[src/rtl/tbase_pkg.sv]
package tbase_pkg;

    typedef struct packed {
        logic       mode;      // bit 10
        logic       unlock;    // bit 9
        logic       b_both;    // bit 8
        logic       b_gate;    // bit 7
        logic       ext_en;    // bit 6
        logic       fast_sel;  // bit 5
        logic [1:0] b_code;    // bits 4:3
        logic [1:0] a_code;    // bits 2:1
        logic       halt;      // bit 0
    } cfg_t;

    localparam int CFG_W = $bits(cfg_t);
    localparam cfg_t CFG_RST = cfg_t'(11'h400);

    function automatic logic [2:0] fine_limit(input logic [1:0] code);
        case (code)
            2'b00:   fine_limit = 3'd0;
            2'b01:   fine_limit = 3'd1;
            2'b10:   fine_limit = 3'd3;
            default: fine_limit = 3'd7;
        endcase
    endfunction

endpackage

[src/rtl/tbase_cfg.sv]
module tbase_cfg
    import tbase_pkg::*;
(
    input  logic             clk,
    input  logic             rst_n,
    input  logic             wr_en,
    input  logic [CFG_W-1:0] wr_data,
    output cfg_t             cfg,
    output logic             a_lock,
    output logic             b_lock
);

    typedef struct packed {
        cfg_t c;
        logic a_lk;
        logic b_lk;
        logic m_lk;
    } st_t;

    st_t  st_d, st_q;
    cfg_t wr_c;

    assign wr_c = cfg_t'(wr_data);

    always_comb begin
        st_d = st_q;
        if (wr_en) begin
            st_d.c.halt     = wr_c.halt;
            st_d.c.fast_sel = wr_c.fast_sel;
            st_d.c.ext_en   = wr_c.ext_en;
            st_d.c.b_gate   = wr_c.b_gate;
            st_d.c.b_both   = wr_c.b_both;
            st_d.c.unlock   = wr_c.unlock;
            if (!st_q.a_lk || st_q.c.unlock) begin
                st_d.c.a_code = wr_c.a_code;
            end
            if (!st_q.b_lk || st_q.c.unlock) begin
                st_d.c.b_code = wr_c.b_code;
            end
            if (!st_q.m_lk) begin
                st_d.c.mode = wr_c.mode;
            end
            st_d.a_lk = 1'b1;
            st_d.b_lk = 1'b1;
            st_d.m_lk = 1'b1;
        end
    end

    always_ff @(posedge clk or negedge rst_n) begin
        if (!rst_n) begin
            st_q <= '{c: CFG_RST, a_lk: 1'b0, b_lk: 1'b0, m_lk: 1'b0};
        end else begin
            st_q <= st_d;
        end
    end

    assign cfg    = st_q.c;
    assign a_lock = st_q.a_lk;
    assign b_lock = st_q.b_lk;

endmodule

[src/rtl/tbase_src_a.sv]
module tbase_src_a #(
    parameter int SLOW_DIV = 32,
    parameter int FAST_DIV = 4,
    parameter int EXT_DIV  = 16
) (
    input  logic clk,
    input  logic rst_n,
    input  logic run,
    input  logic fast_sel,
    input  logic ext_en,
    output logic tick
);

    localparam int MAX_AB = (SLOW_DIV > FAST_DIV) ? SLOW_DIV : FAST_DIV;
    localparam int MAX_D  = (MAX_AB > EXT_DIV) ? MAX_AB : EXT_DIV;
    localparam int CW     = $clog2(MAX_D);

    typedef struct packed {
        logic [CW-1:0] div;
    } st_t;

    st_t           st_d, st_q;
    logic [CW-1:0] lim;
    logic          wrap;

    always_comb begin
        if (ext_en) begin
            lim = CW'(EXT_DIV - 1);
        end else if (fast_sel) begin
            lim = CW'(FAST_DIV - 1);
        end else begin
            lim = CW'(SLOW_DIV - 1);
        end
    end

    assign wrap = (st_q.div >= lim);

    always_comb begin
        st_d = st_q;
        if (run) begin
            st_d.div = wrap ? '0 : st_q.div + 1'b1;
        end
    end

    always_ff @(posedge clk or negedge rst_n) begin
        if (!rst_n) begin
            st_q <= '0;
        end else begin
            st_q <= st_d;
        end
    end

    assign tick = run && wrap;

endmodule

[src/rtl/tbase_src_b.sv]
module tbase_src_b #(
    parameter int GATE_DIV = 8
) (
    input  logic clk,
    input  logic rst_n,
    input  logic run,
    input  logic pin,
    input  logic gate_mode,
    input  logic both_edges,
    output logic tick
);

    localparam int GW = $clog2(GATE_DIV);

    typedef struct packed {
        logic [1:0]    sy;
        logic          prev;
        logic [GW-1:0] gd;
    } st_t;

    st_t  st_d, st_q;
    logic s_pin;
    logic rise;
    logic fall;
    logic gate_tick;

    assign s_pin     = st_q.sy[1];
    assign rise      = s_pin && !st_q.prev;
    assign fall      = !s_pin && st_q.prev;
    assign gate_tick = (st_q.gd == GW'(GATE_DIV - 1));

    always_comb begin
        st_d      = st_q;
        st_d.sy   = {st_q.sy[0], pin};
        st_d.prev = s_pin;
        if (run) begin
            st_d.gd = gate_tick ? '0 : st_q.gd + 1'b1;
        end
    end

    always_ff @(posedge clk or negedge rst_n) begin
        if (!rst_n) begin
            st_q <= '0;
        end else begin
            st_q <= st_d;
        end
    end

    always_comb begin
        if (!run) begin
            tick = 1'b0;
        end else if (gate_mode) begin
            tick = gate_tick && s_pin;
        end else begin
            tick = rise || (both_edges && fall);
        end
    end

endmodule

[src/rtl/tbase_fine.sv]
module tbase_fine
    import tbase_pkg::*;
#(
    parameter int CNT_W = 16
) (
    input  logic             clk,
    input  logic             rst_n,
    input  logic             tick,
    input  logic [1:0]       code,
    output logic [CNT_W-1:0] cnt
);

    typedef struct packed {
        logic [2:0]       pre;
        logic [CNT_W-1:0] cnt;
    } st_t;

    st_t        st_d, st_q;
    logic [2:0] lim;

    assign lim = fine_limit(code);

    always_comb begin
        st_d = st_q;
        if (tick) begin
            if (st_q.pre >= lim) begin
                st_d.pre = '0;
                st_d.cnt = st_q.cnt + 1'b1;
            end else begin
                st_d.pre = st_q.pre + 1'b1;
            end
        end
    end

    always_ff @(posedge clk or negedge rst_n) begin
        if (!rst_n) begin
            st_q <= '0;
        end else begin
            st_q <= st_d;
        end
    end

    assign cnt = st_q.cnt;

endmodule

[src/rtl/tbase_unit.sv]
module tbase_unit
    import tbase_pkg::*;
#(
    parameter int CNT_W    = 16,
    parameter int SLOW_DIV = 32,
    parameter int FAST_DIV = 4,
    parameter int EXT_DIV  = 16,
    parameter int GATE_DIV = 8
) (
    input  logic             clk,
    input  logic             rst_n,
    input  logic             wr_en,
    input  logic [CFG_W-1:0] wr_data,
    output logic [CFG_W-1:0] cfg_rd,
    input  logic             ext_pin,
    output logic             stopped,
    output logic [CNT_W-1:0] cnt_a,
    output logic [CNT_W-1:0] cnt_b
);

    cfg_t cfg;
    logic a_lock;
    logic b_lock;
    logic run;
    logic tick_a;
    logic tick_b;

    tbase_cfg u_cfg (
        .clk     (clk),
        .rst_n   (rst_n),
        .wr_en   (wr_en),
        .wr_data (wr_data),
        .cfg     (cfg),
        .a_lock  (a_lock),
        .b_lock  (b_lock)
    );

    assign run = !cfg.halt;

    tbase_src_a #(
        .SLOW_DIV (SLOW_DIV),
        .FAST_DIV (FAST_DIV),
        .EXT_DIV  (EXT_DIV)
    ) u_src_a (
        .clk      (clk),
        .rst_n    (rst_n),
        .run      (run),
        .fast_sel (cfg.fast_sel),
        .ext_en   (cfg.ext_en),
        .tick     (tick_a)
    );

    tbase_src_b #(
        .GATE_DIV (GATE_DIV)
    ) u_src_b (
        .clk        (clk),
        .rst_n      (rst_n),
        .run        (run),
        .pin        (ext_pin),
        .gate_mode  (cfg.b_gate),
        .both_edges (cfg.b_both),
        .tick       (tick_b)
    );

    tbase_fine #(.CNT_W(CNT_W)) u_fine_a (
        .clk   (clk),
        .rst_n (rst_n),
        .tick  (tick_a),
        .code  (cfg.a_code),
        .cnt   (cnt_a)
    );

    tbase_fine #(.CNT_W(CNT_W)) u_fine_b (
        .clk   (clk),
        .rst_n (rst_n),
        .tick  (tick_b),
        .code  (cfg.b_code),
        .cnt   (cnt_b)
    );

    assign cfg_rd  = cfg;
    assign stopped = cfg.halt;

endmodule

[config.mk]
export PLATFORM = sky130hd
export DESIGN_NAME = tbase_unit
export DESIGN_NICKNAME = d
export VERILOG_FILES = /design/src/rtl/tbase_pkg.sv /design/src/rtl/tbase_cfg.sv /design/src/rtl/tbase_src_a.sv /design/src/rtl/tbase_src_b.sv /design/src/rtl/tbase_fine.sv /design/src/rtl/tbase_unit.sv
export SDC_FILE = /design/constraint.sdc
export NUM_CORES = 1
export LEC_CHECK = 0
export BUFFER_PORTS_ARGS = -buffer_cell sky130_fd_sc_hd__buf_2
export CELL_PAD_IN_SITES_DETAIL_PLACEMENT = 1
export CELL_PAD_IN_SITES_GLOBAL_PLACEMENT = 1
export CORE_ASPECT_RATIO = 0.6
export CORE_MARGIN = 3
export CORE_UTILIZATION = 47
export CTS_CLUSTER_DIAMETER = 80
export DETAILED_ROUTE_END_ITERATION = 8
export GPL_TIMING_DRIVEN = 0
export PLACE_DENSITY_LB_ADDON = 0.1
export SYNTH_ARGS = -nofsm -noshare
export SYNTH_HDL_FRONTEND = slang
export SYNTH_SLANG_ARGS = --single-unit
[constraint.sdc]
create_clock -name clk -period 5.1 [get_ports clk]
set_input_delay 0.51 -clock clk [delete_from_list [all_inputs] [get_ports clk]]
set_output_delay 0.51 -clock clk [all_outputs]
set_load 0.01 [all_outputs]
==> results of run 1 <==
==> area by class of cell <==
cell class                 instances  share of cell area
tap                               84              0.0267
inverter                          13              0.0124
sequential                        61               0.389
buffer                            42              0.0796
multi-input combinational        177               0.330
clock inverter                     3              0.0166
timing repair buffer              58              0.0745
clock buffer                      13              0.0713
==> synthesized netlist by cell type (2+ instances only) <==
master / number / area, um^2
nor2_1: 6 / 22.5
dfrtp_1: 60 / 1500
o21ai_0: 8 / 40.0
nand3_1: 14 / 70.1
a21boi_0: 2 / 15.0
nor4_1: 5 / 31.3
a21o_1: 3 / 22.5
and2_1: 2 / 12.5
or2_2: 4 / 25.0
nand2b_1: 5 / 31.3
o21ai_1: 6 / 30.0
and4_1: 2 / 17.5
inv_1: 13 / 48.8
mux2_2: 11 / 124
ha_1: 14 / 175
a21oi_1: 4 / 20.0
or3_1: 2 / 12.5
xnor2_1: 14 / 123
mux2_1: 2 / 22.5
buf_6: 2 / 22.5
buf_4: 37 / 278
a211oi_1: 2 / 15.0
xor2_1: 15 / 131
nand2_1: 18 / 67.6
o22ai_1: 2 / 12.5
nor3_1: 6 / 30.0
and3_1: 5 / 31.3
clkbuf_1: 2 / 7.51
nand4_1: 7 / 43.8
==> where the power goes <==
group	switching [mW]	internal, mW
logic	0.258	0.224
clock network	0.209	0.480
registers	0.102	0.574
total	0.569	1.28
==> metrics by stage <==
stage | cell area [um^2] | util | instances | setup WS [ns]
floorplan | 3190 | - | 293 | 2.85
global placement | 3580 | 0.566 | 435 | 2.50
detailed placement | 3580 | 0.566 | 435 | 2.46
CTS | 3930 | 0.620 | 451 | 2.35
global route | 3930 | 0.621 | 451 | 2.20
finish | 3930 | 0.621 | 451 | 2.38
==> routing by layer <==
metal  vias up  part of all wire  global-route usage
met3         7             0.049              0.0654
li1       1120                 -                   -
met5         -                 0                   0
met1      1132              0.49               0.272
met2        48              0.45               0.312
met4         0            0.0066              0.0480
==> placed cells by master, fill, tap and decap left out, types with 2 or more instances in the layout <==
| cell | synthesis | layout |
|---|---|---|
| a211oi_1 | 2 | 2 |
| a21boi_0 | 2 | 2 |
| a21o_1 | 3 | 3 |
| a21oi_1 | 4 | 4 |
| and2_1 | 2 | 2 |
| and3_1 | 5 | 5 |
| and4_1 | 2 | 2 |
| buf_2 | 1 | 58 |
| buf_4 | 37 | 38 |
| buf_6 | 2 | 2 |
| bufinv_16 | 0 | 2 |
| clkbuf_1 | 2 | 2 |
| clkbuf_16 | 0 | 9 |
| clkbuf_8 | 0 | 4 |
| dfrtp_1 | 60 | 60 |
| ha_1 | 14 | 14 |
| inv_1 | 13 | 13 |
| mux2_1 | 2 | 2 |
| mux2_2 | 11 | 11 |
| nand2_1 | 18 | 18 |
| nand2b_1 | 5 | 5 |
| nand3_1 | 14 | 14 |
| nand4_1 | 7 | 7 |
| nor2_1 | 6 | 6 |
| nor3_1 | 6 | 6 |
| nor4_1 | 5 | 5 |
| o21ai_0 | 8 | 8 |
| o21ai_1 | 6 | 6 |
| o22ai_1 | 2 | 2 |
| or2_2 | 4 | 4 |
| or3_1 | 2 | 2 |
| xnor2_1 | 14 | 14 |
| xor2_1 | 15 | 15 |
==> how the worst max path moves through the flow <==
stage	startpoint	end	slack [ns]
after floorplan	u_cfg.cfg[1]$_DFFE_PN0P_	u_fine_a.cnt[15]$_DFFE_PN0P_	2.85
after global placement	u_cfg.cfg[1]$_DFFE_PN0P_	u_fine_a.cnt[15]$_DFFE_PN0P_	2.50
after detailed placement	u_cfg.cfg[1]$_DFFE_PN0P_	u_fine_a.cnt[15]$_DFFE_PN0P_	2.46
after CTS	u_cfg.cfg[1]$_DFFE_PN0P_	u_fine_a.cnt[15]$_DFFE_PN0P_	2.35
after global routing	u_cfg.cfg[1]$_DFFE_PN0P_	u_fine_a.cnt[15]$_DFFE_PN0P_	2.20
final	u_cfg.cfg[2]$_DFFE_PN0P_	u_fine_a.cnt[15]$_DFFE_PN0P_	2.38
==> state kept, by name (all words and copies together), names as in the netlist <==
| signal | count |
|---|---|
| u_cfg.cfg | 11 |
| u_fine_b.cnt | 16 |
| u_fine_b.st_q | 3 |
| u_cfg.a_lock | 1 |
| u_fine_a.st_q | 3 |
| u_fine_a.cnt | 16 |
| u_src_b.st_q | 4 |
| u_src_b.st_d | 1 |
| u_src_b.s_pin | 1 |
| u_src_a.st_q | 5 |
==> worst reg2reg max path, delay by kind of cell, from the launching register on <==
family | cells | cell delay, ns
buffers and inverters | 1 | 0.31
and+or+nand+nor | 3 | 0.76
adders and majority gates | 1 | 0.27
DFF | 1 | 0.42
AOI/OAI and AO/OA | 2 | 0.70
xor gates and xnor gates | 1 | 0.19
==> cells by family after synthesis <==
kind of cell               share of synthesized area
and+or+nand+nor                                0.148
AOI/OAI and AO/OA                             0.0703
muxes                                         0.0491
adders and majority gates                     0.0550
xor gates and xnor gates                      0.0848
buffers and inverters                          0.113
DFF                                            0.479
==> metrics.md, run 1 <==
| Metric | Value |
|---|---|
| Worst slew pin tran | 0.772 ns |
| Vias/cell | 5.12 |
| Starting DRT DRC Count | 133 |
| DR WL/cell | 16.1 um |
| CORE AREA | 6330 um^2 |
| FILL cells | 703 |
| Post-DRT Antenna Nets | 0 |
| Sequential area share after synthesis | 0.479 |
| RSZ-0062 raised after global routing | no |
| Area of the die | 7840 um^2 |
| Mapped Avg Cell Area | 10.9 um^2 |
| Top delay family on crit path | simple AND/OR/NAND/NOR gates |
| Global-route wire length before repair | 12400 um |
| Hold Crit Class | input pin to async pin |
| Initial antenna violation count | 0 |
| Worst EP arrival | 2.96 ns |
| Inserted Diodes | 0 |
| Synth Register Bits | 61 |
| Main synth FF type | dfrtp_1 |
| Max Cap Viol | 0 |
| Resize count post-CTS | 0 |
| Fmax achieved | 0.368 GHz |
| R2R depth | 8 |
| Cell area after synthesis | 3190 um^2 |
| Worst ir drop on vdd | 0.000204 V |
| Die W | 112 um |
| Crit Path Class | register to register |
| Port-buffer cells | 58 |
| Critical path required time | 5.35 ns |
| FP Rows | 22 |
| Clock latency on the worst-skew pair | 0.32 ns |
| H-tree depth | 3 |
| CP endpoint kind | register |
| Leakage Power | 2.05 nW |
| Setup crit start kind | register |
| Post-CTS Setup Inserts | 0 |
| HPWL after DPL | 5080 um |
| Vias in the first global route | 2476 |
| CTS tree | built |
| Layout cells sized above 1 | 0.368 |
| Total CTS buffers | 9 |
| # nets final | 391 |
| Final Hold Viols | 0 |
| Post-route minimum period | 2.72 ns |
| 1st-pass router iterations | 4 |
| Total GRT Usage | 0.200 |
| Register area | 1530 um^2 |
| Syn_nets | 322 |
| CTS max path bufs | 2 |
| CTS Root Cell | clkbuf_16 |
| Reg2reg start | u_cfg.cfg[2]$_DFFE_PN0P_ |
| Unique masters post-synth | 49 |
| Fin Setup TNS | 0 ns |
| Crit path buf inv count | 1 |
| Clk_skew | 0.00477 ns |
| Io pins | 59 |
| Total power | 1.85 mW |
| Total number of vias | 2307 |
| Worst r2r dst | u_fine_a.cnt[15]$_DFFE_PN0P_ |
| Worst path max stage delay | 0.42 ns |
| Hold buffer count at cts | 0 |
| Number of synthesized flops with an enable pin | 0 |
| Outcome | completed |
| Critical path's slowest cell | dfrtp_1 |
| Max transition margin | 0.486 |
| Gate count after technology mapping | 293 |
| Clock tree sinks | 61 |
| Fraction of registers with async set/reset | 1.00 |
| Post-route DRC | 0 |
| WL final | 7250 um |
| Placer Congestion | 0.797 |
| R2R setup slack | 2.38 ns |
| Power per cell area | 470 nW/um^2 |
| Critical-path cell list | or2_2 > ha_1 > nor2b_1 > o21ai_1 > o2111ai_1 > buf_2 > nor4_1 > xor2_1 |
| Yosys warns | 0 |
| Largest net degree at the start of global routing | 62 |
| Max-slew violation count | 0 |
| Area Overhead vs Synth | 23.3% |
| Worst-path fanout max | 10 |
| Final setup fails | 0 |
| Fin crit share | 0.533 |
| Reg clk slew, reported paths | 0.05 ns |
| Worst hold slack | 0.248 ns |
| Die height | 69.8 um |
| Grt total ovfl | 0 |
| Area of the multi-input gates | 1300 um^2 |
| WP depth | 8 |
| Initial Util | 0.503 |
(Power assumes the default switching activity.)
==> run 2, diff against run 1 <==
--- a/config.mk
+++ b/config.mk
@@ -10,7 +10,7 @@
 export CELL_PAD_IN_SITES_GLOBAL_PLACEMENT = 1
 export CORE_ASPECT_RATIO = 0.6
 export CORE_MARGIN = 3
-export CORE_UTILIZATION = 47
+export CORE_UTILIZATION = 43
 export CTS_CLUSTER_DIAMETER = 80
 export DETAILED_ROUTE_END_ITERATION = 8
 export GPL_TIMING_DRIVEN = 0
==> constraint.sdc (replaced) <==
create_clock -name clk -period 2.52 [get_ports clk]
set_input_delay 0.252 -clock clk [delete_from_list [all_inputs] [get_ports clk]]
set_output_delay 0.252 -clock clk [all_outputs]
set_load 0.01 [all_outputs]
==> run 2 against run 1 <==
Compared with the run above: worst hold slack lost 0.22 ns; clock skew hardly changed; setup slack got worse by 2.2 ns; first-iteration DRC count down 51%; global-route usage shrank 1.7 points; total power rose by 95%; sequential share of layout area shrank 0.45 points; register-to-register slack worse by 2.2 ns; core utilization decreased by 4.7 points; critical endpoint is now u_fine_b.cnt[4]$_DFFE_PN0P_; largest power group is now sequential cells.
==> metrics.md, run 2 (synthesis gave the netlist of run 1 again) <==
| Metric | Value |
|---|---|
| Worst Slack Setup Final | 0.162 ns (-2.22 ns) |
| Vias in the first global route | 2426 (-2.0%) |
| Max Cap Viol | 0 (unchanged) |
| Vias/cell | 4.97 (-2.8%) |
| Leakage Power | 2.05 nW (+0.25%) |
| Worst slew pin tran | 0.841 ns (+0.0690 ns) |
| CTS tree | built |
| DR WL/cell | 14.9 um (-7.3%) |
| Max-slew violation count | 0 (unchanged) |
| Post-route minimum period | 2.36 ns (-0.358 ns) |
| Sequential power share | 0.377 (+0.011) |
| Max transition margin | 0.440 (-0.0460) |
| Setup crit start kind | register |
| Reg clk slew, reported paths | 0.05 ns (about the same) |
| Worst EP arrival | 2.57 ns (-0.39 ns) |
| # nets final | 392 (+0.26%) |
| Total GRT Usage | 0.183 (-0.0171) |
| NetSw | 1.16 mW (+100%) |
| Initial Util | 0.459 (-0.0439) |
| H-tree depth | 3 (unchanged) |
| CORE AREA | 6940 um^2 (+9.5%) |
| Hold buffer count at cts | 0 (unchanged) |
| Cell area after layout | 3980 um^2 (+1.2%) |
| Port-buffer cells | 58 (unchanged) |
| Area of the die | 8510 um^2 (+8.6%) |
| CP endpoint kind | register |
| Hold Crit Class | input pin to async pin |
| Grt total ovfl | 0 (unchanged) |
| Inserted Diodes | 0 (unchanged) |
| CTS max path bufs | 2 (unchanged) |
| Worst hold slack | 0.0282 ns (-0.219 ns) |
| Total number of vias | 2326 (+0.82%) |
| Critical path required time | 2.73 ns (-2.62 ns) |
| Largest net degree at the start of global routing | 35 (-44%) |
| Clock latency on the worst-skew pair | 0.33 ns (about the same) |
| R2R setup slack | 0.16 ns (-2.22 ns) |
| Clock share of power | 0.350 (-0.023) |
| Switching Fraction | 0.321 (+0.0132) |
| Total CTS buffers | 9 (unchanged) |
| Io pins | 59 (unchanged) |
| Clk_skew | 0.00524 ns (+0.000477 ns) |
| FP Rows | 23 (+4.5%) |
| Crit Path Class | register to register |
| Reg2reg start | u_cfg.cfg[3]$_DFFE_PN0P_ |
| Initial antenna violation count | 0 (unchanged) |
| Most frequent cells in the layout | dfrtp_1, buf_2, buf_4 |
| Placer Congestion | 0.776 (-2.6%) |
| Final Hold Viols | 0 (unchanged) |
| HPWL after DPL | 4980 um (-2.0%) |
| CTS Root Cell | clkbuf_16 |
| WL final | 6980 um (-3.8%) |
| Die height | 72.7 um (+4.2%) |
| Crit path launch | u_cfg.cfg[3]$_DFFE_PN0P_ |
| Fin crit share | 0.936 (+0.403) |
| Placement Cell Area | 3620 um^2 (+1.1%) |
| Worst-path fanout max | 10 (unchanged) |
| Layout cells sized above 1 | 0.380 (+0.0126) |
| Logic pwr share | 0.273 (+0.012) |
| Commonest non-fill, non-tap cell in the layout | dfrtp_1 |
| 1st-pass router iterations | 4 (unchanged) |
| Fmax achieved | 0.424 GHz (+15%) |
| Utilization after layout | 0.573 (-0.0474) |
| Worst ir drop on vdd | 0.000453 V (+120%) |
| Die W | 117 um (+4.3%) |
| Clock tree sinks | 61 (unchanged) |
| Starting DRT DRC Count | 65 (-51%) |
| RSZ-0062 raised after global routing | no |
| Post-DRT Antenna Nets | 0 (unchanged) |
| Global-route wire length before repair | 12000 um (-3.8%) |
| Int Pwr | 2.44 mW (+91%) |
| Place WS | -0.187 ns (-2.65 ns) |
| Post-route DRC | 0 (unchanged) |
| Power per cell area | 906 nW/um^2 (+93%) |
| Outcome | completed |
| Area Overhead vs Synth | 24.8% |
| FILL cells | 767 (+9.1%) |
| Final setup fails | 0 (unchanged) |
[run 2: cell count changes in the layout (fill, tap and decap cells not counted), sizes merged]
cell / change
buf: +1
bufinv: -1
clkbuf: -2
clkinv: +1
clkinvlp: +2
[run 2: worst paths after layout]
kind | to | cells after the start
max | u_fine_b.cnt[4]$_DFFE_PN0P_ | 8
min | u_cfg.cfg[4]$_DFFE_PN0P_ | 1
max reg2reg | u_fine_b.cnt[4]$_DFFE_PN0P_ | 8
min reg2reg | u_src_b.s_pin$_DFF_PN0_ | 0
max in group asynchronous | u_fine_a.cnt[0]$_DFFE_PN0P_ | 2
min in group clk | u_src_b.st_d[5]$_DFF_PN0_ | 1
[run 2: per-layer routing]
layer / routed length (um) / vias to the layer above / track usage
met1: 3460 / 1142 / 0.250
met4: 63 / 0 / 0.0471
met2: 3150 / 46 / 0.277
met5: 0 / - / 0
met3: 308 / 9 / 0.0688
li1: - / 1129 / -
[run 2: timing repair]
item	in CTS	in global routing
pin swaps	0	1
buffers inserted	0	0
resized for setup	3	5
endpoints found under the setup margin	5	3
[run 2: worst max-delay path, cell delays in order, from the launching register on]
cell and delay, ns:
dfrtp_1 0.41, or2_2 0.31, ha_1 0.27, nand2b_1 0.14, a31oi_1 0.38, and2b_1 0.26, buf_6 0.14, and4_4 0.19
xor2_2 0.14
[run 2: power by group through the flow]
stage | Sequential, mW | Clock (mW) | Combinational [mW]
floorplan | 1.32 | 0 | 0.672
global placement | 1.36 | 0 | 0.880
detailed placement | 1.37 | 0 | 0.930
CTS | 1.36 | 1.29 | 0.974
global route | 1.40 | 1.33 | 1.13
finish | 1.36 | 1.26 | 0.983
[run 2: cell type report]
class,count,area (um^2),share of cell area
inverter,13,48.8,0.0123
sequential,61,1530,0.384
tap,100,125,0.0315
multi-input combinational,177,1340,0.336
buffer,42,315,0.0793
clock inverter,5,58.8,0.0148
timing repair buffer,59,310,0.0780
clock buffer,11,253,0.0636
[run 2: metrics by stage]
stage / TNS, ns / power [mW] / cells
2_1_floorplan: 0 / 1.99 / 293
3_3_place_gp: -0.145 / 2.24 / 451
3_5_place_dp: -0.246 / 2.30 / 452
4_1_cts: 0 / 3.63 / 468
5_1_grt: 0 / 3.85 / 468
6_report: 0 / 3.60 / 468
==> run 3, diff against run 2 <==
--- a/config.mk
+++ b/config.mk
@@ -9,7 +9,6 @@
 export CELL_PAD_IN_SITES_DETAIL_PLACEMENT = 1
 export CELL_PAD_IN_SITES_GLOBAL_PLACEMENT = 1
 export CORE_ASPECT_RATIO = 0.6
-export CORE_MARGIN = 3
 export CORE_UTILIZATION = 43
 export CTS_CLUSTER_DIAMETER = 80
 export DETAILED_ROUTE_END_ITERATION = 8
==> constraint.sdc (replaced) <==
create_clock -name clk -period 2.52 [get_ports clk]
set_input_delay 0.378 -clock clk [delete_from_list [all_inputs] [get_ports clk]]
set_output_delay 0.378 -clock clk [all_outputs]
set_load 0.01 [all_outputs]
==> run 3 against run 2 <==
Compared with the run above: critical path depth unchanged; first-iteration DRC count increased by 4.6%; largest power group unchanged; setup slack got worse by 0.037 ns; largest cell class unchanged; highest routed layer unchanged; combinational power increased by 4%; worst hold slack improved by 0.063 ns; final cell count decreased by 2.6%; sequential share of layout area increased by 0.32 points; count of clock-buffer cells in the layout increased by 2; register-to-register slack got worse by 0.04 ns.
==> metrics.md, run 3 (synthesis gave the netlist of run 1 again) <==
| Metric | Value |
|---|---|
| Fin Setup TNS | 0 ns (unchanged) |
| Reg clk slew, reported paths | 0.05 ns (about the same) |
| Commonest non-fill, non-tap cell in the layout | dfrtp_1 |
| Area Overhead vs Synth | 23.8% |
| Max-slew violation count | 0 (unchanged) |
| Global-route wire length before repair | 11600 um (-3.4%) |
| Worst slew pin tran | 0.675 ns (-0.165 ns) |
| Most frequent cells in the layout | dfrtp_1, buf_2, buf_4 |
| Total GRT Usage | 0.200 (+0.0166) |
| Fmax achieved | 0.417 GHz (-1.6%) |
| Clock latency on the worst-skew pair | 0.33 ns (about the same) |
| Post-route DRC | 0 (unchanged) |
| Initial antenna violation count | 0 (unchanged) |
| Fin crit share | 0.951 (+0.0148) |
| Starting DRT DRC Count | 68 (+4.6%) |
| Worst ir drop on vdd | 0.000418 V (-7.8%) |
| Area of the die | 7770 um^2 (-8.7%) |
| R2R setup slack | 0.12 ns (-0.04 ns) |
| Grt total ovfl | 0 (unchanged) |
| Critical path required time | 2.76 ns (+0.03 ns) |
| Post-route minimum period | 2.40 ns (+0.0373 ns) |
| Max transition margin | 0.550 (+0.110) |
| Vias/cell | 5.14 (+3.3%) |
| Post-DRT Antenna Nets | 0 (unchanged) |
| Initial Util | 0.461 (+0.00191) |
| DR WL/cell | 15.9 um (+6.4%) |
| Total CTS buffers | 9 (unchanged) |
| Utilization after layout | 0.571 (-0.00232) |
| CTS tree | built |
| Die height | 68.7 um (-5.5%) |
| FP Rows | 23 (unchanged) |
| Crit Path Class | register to register |
| Worst EP arrival | 2.64 ns (+0.07 ns) |
| Placer Congestion | 0.847 (+9.2%) |
| Max Cap Viol | 0 (unchanged) |
| H-tree depth | 3 (unchanged) |
| Reg2reg start | u_cfg.cfg[1]$_DFFE_PN0P_ |
| WL final | 7230 um (+3.6%) |
| Vias in the first global route | 2298 (-5.3%) |
| HPWL after DPL | 5080 um (+2.1%) |
| # nets final | 395 (+0.77%) |
| Layout cells sized above 1 | 0.379 (-0.00103) |
| CORE AREA | 6910 um^2 (-0.41%) |
| Crit path launch | u_cfg.cfg[1]$_DFFE_PN0P_ |
| CTS max path bufs | 2 (unchanged) |
| Clock tree sinks | 61 (unchanged) |
| Port-buffer cells | 58 (unchanged) |
| Inserted Diodes | 0 (unchanged) |
| Total number of vias | 2342 (+0.69%) |
| CP endpoint kind | register |
| 1st-pass router iterations | 4 (unchanged) |
| Worst-path fanout max | 4 (-6) |
| Final setup fails | 0 (unchanged) |
| Die W | 113 um (-3.4%) |
| Non-filler instance count after layout | 456 (-2.6%) |
| Io pins | 59 (unchanged) |
| Largest net degree at the start of global routing | 36 (+2.9%) |
| FILL cells | 776 (+1.2%) |
| Hold Crit Class | input pin to async pin |
| Setup crit start kind | register |
| Leakage Power | 2.05 nW (-0.36%) |
| Power per cell area | 899 nW/um^2 (-0.76%) |
| Placed insts | 439 (-2.9%) |
| Outcome | completed |
| Clk_skew | 0.00238 ns (-0.00286 ns) |
| CTS Root Cell | clkbuf_16 |
| Final Hold Viols | 0 (unchanged) |
==> run 3: final timing paths <==
| kind | end | cells past startpoint |
|---|---|---|
| worst max-delay path | u_fine_a.cnt[11]$_DFFE_PN0P_ | 8 |
| worst min-delay path | u_fine_b.cnt[3]$_DFFE_PN0P_ | 1 |
| worst max register to register | u_fine_a.cnt[11]$_DFFE_PN0P_ | 8 |
| worst min register to register | u_src_b.s_pin$_DFF_PN0_ | 0 |
| max in group asynchronous | u_fine_b.cnt[10]$_DFFE_PN0P_ | 2 |
| min in group clk | u_src_b.st_d[5]$_DFF_PN0_ | 1 |
==> run 3: area by class of cell <==
type,instances,area (um^2),share of cell area
Timing Repair Buffer,62,333,0.0844
Clock inverter,1,5.00,0.00127
Tap cell,87,109,0.0276
Multi-Input combinational cell,177,1330,0.336
Sequential cell,61,1530,0.387
Buffer,42,315,0.0799
Clock buffer,13,280,0.0711
Inverter,13,48.8,0.0124
==> run 3: per-stage QoR <==
| stage | total power [mW] | setup WS, ns | cell area (um^2) | hold WS, ns |
|---|---|---|---|---|
| after global placement | 2.24 | -0.109 | 3590 | 0.334 |
| after floorplan | 1.99 | 0.275 | 3190 | 0.0824 |
| final | 3.54 | 0.124 | 3940 | 0.0914 |
| after CTS | 3.55 | 0.0200 | 3910 | 0.0897 |
| after global routing | 3.78 | -0.0227 | 3940 | 0.125 |
| after detailed placement | 2.32 | -0.225 | 3610 | 0.340 |
==> run 3: critical path: stages, from the launching register on <==
cell       delay [ns]
dfrtp_1          0.40
or2_2            0.31
ha_1             0.29
nor2b_1          0.06
o21ai_2          0.29
o2111ai_4        0.19
buf_4            0.19
nor4b_1          0.38
xor2_1           0.20
==> run 3: what timing repair did <==
action / 4_1_cts / 5_1_grt
cloned: 0 / 0
gates resized for setup: 3 / 2
pin swaps: 1 / 2
setup endpoints to repair: 15 / 1
hold buffers: 0 / 0
buffers inserted: 0 / 3
==> run 3: routing by layer <==
layer  global-route usage  vias up  part of all wire
met5                    0        -                 0
met4               0.0789        0             0.013
met3               0.0594        7             0.047
met2                0.314       57              0.46
met1                0.264     1156              0.48
li1                     -     1122                 -
==> run 3: where the power goes <==
part	switching [mW]	total, mW	internal [mW]	leakage (nW)
sequential	0.204	1.37	1.16	0.787
combinational	0.529	1.02	0.489	1.12
clock	0.401	1.16	0.758	0.144
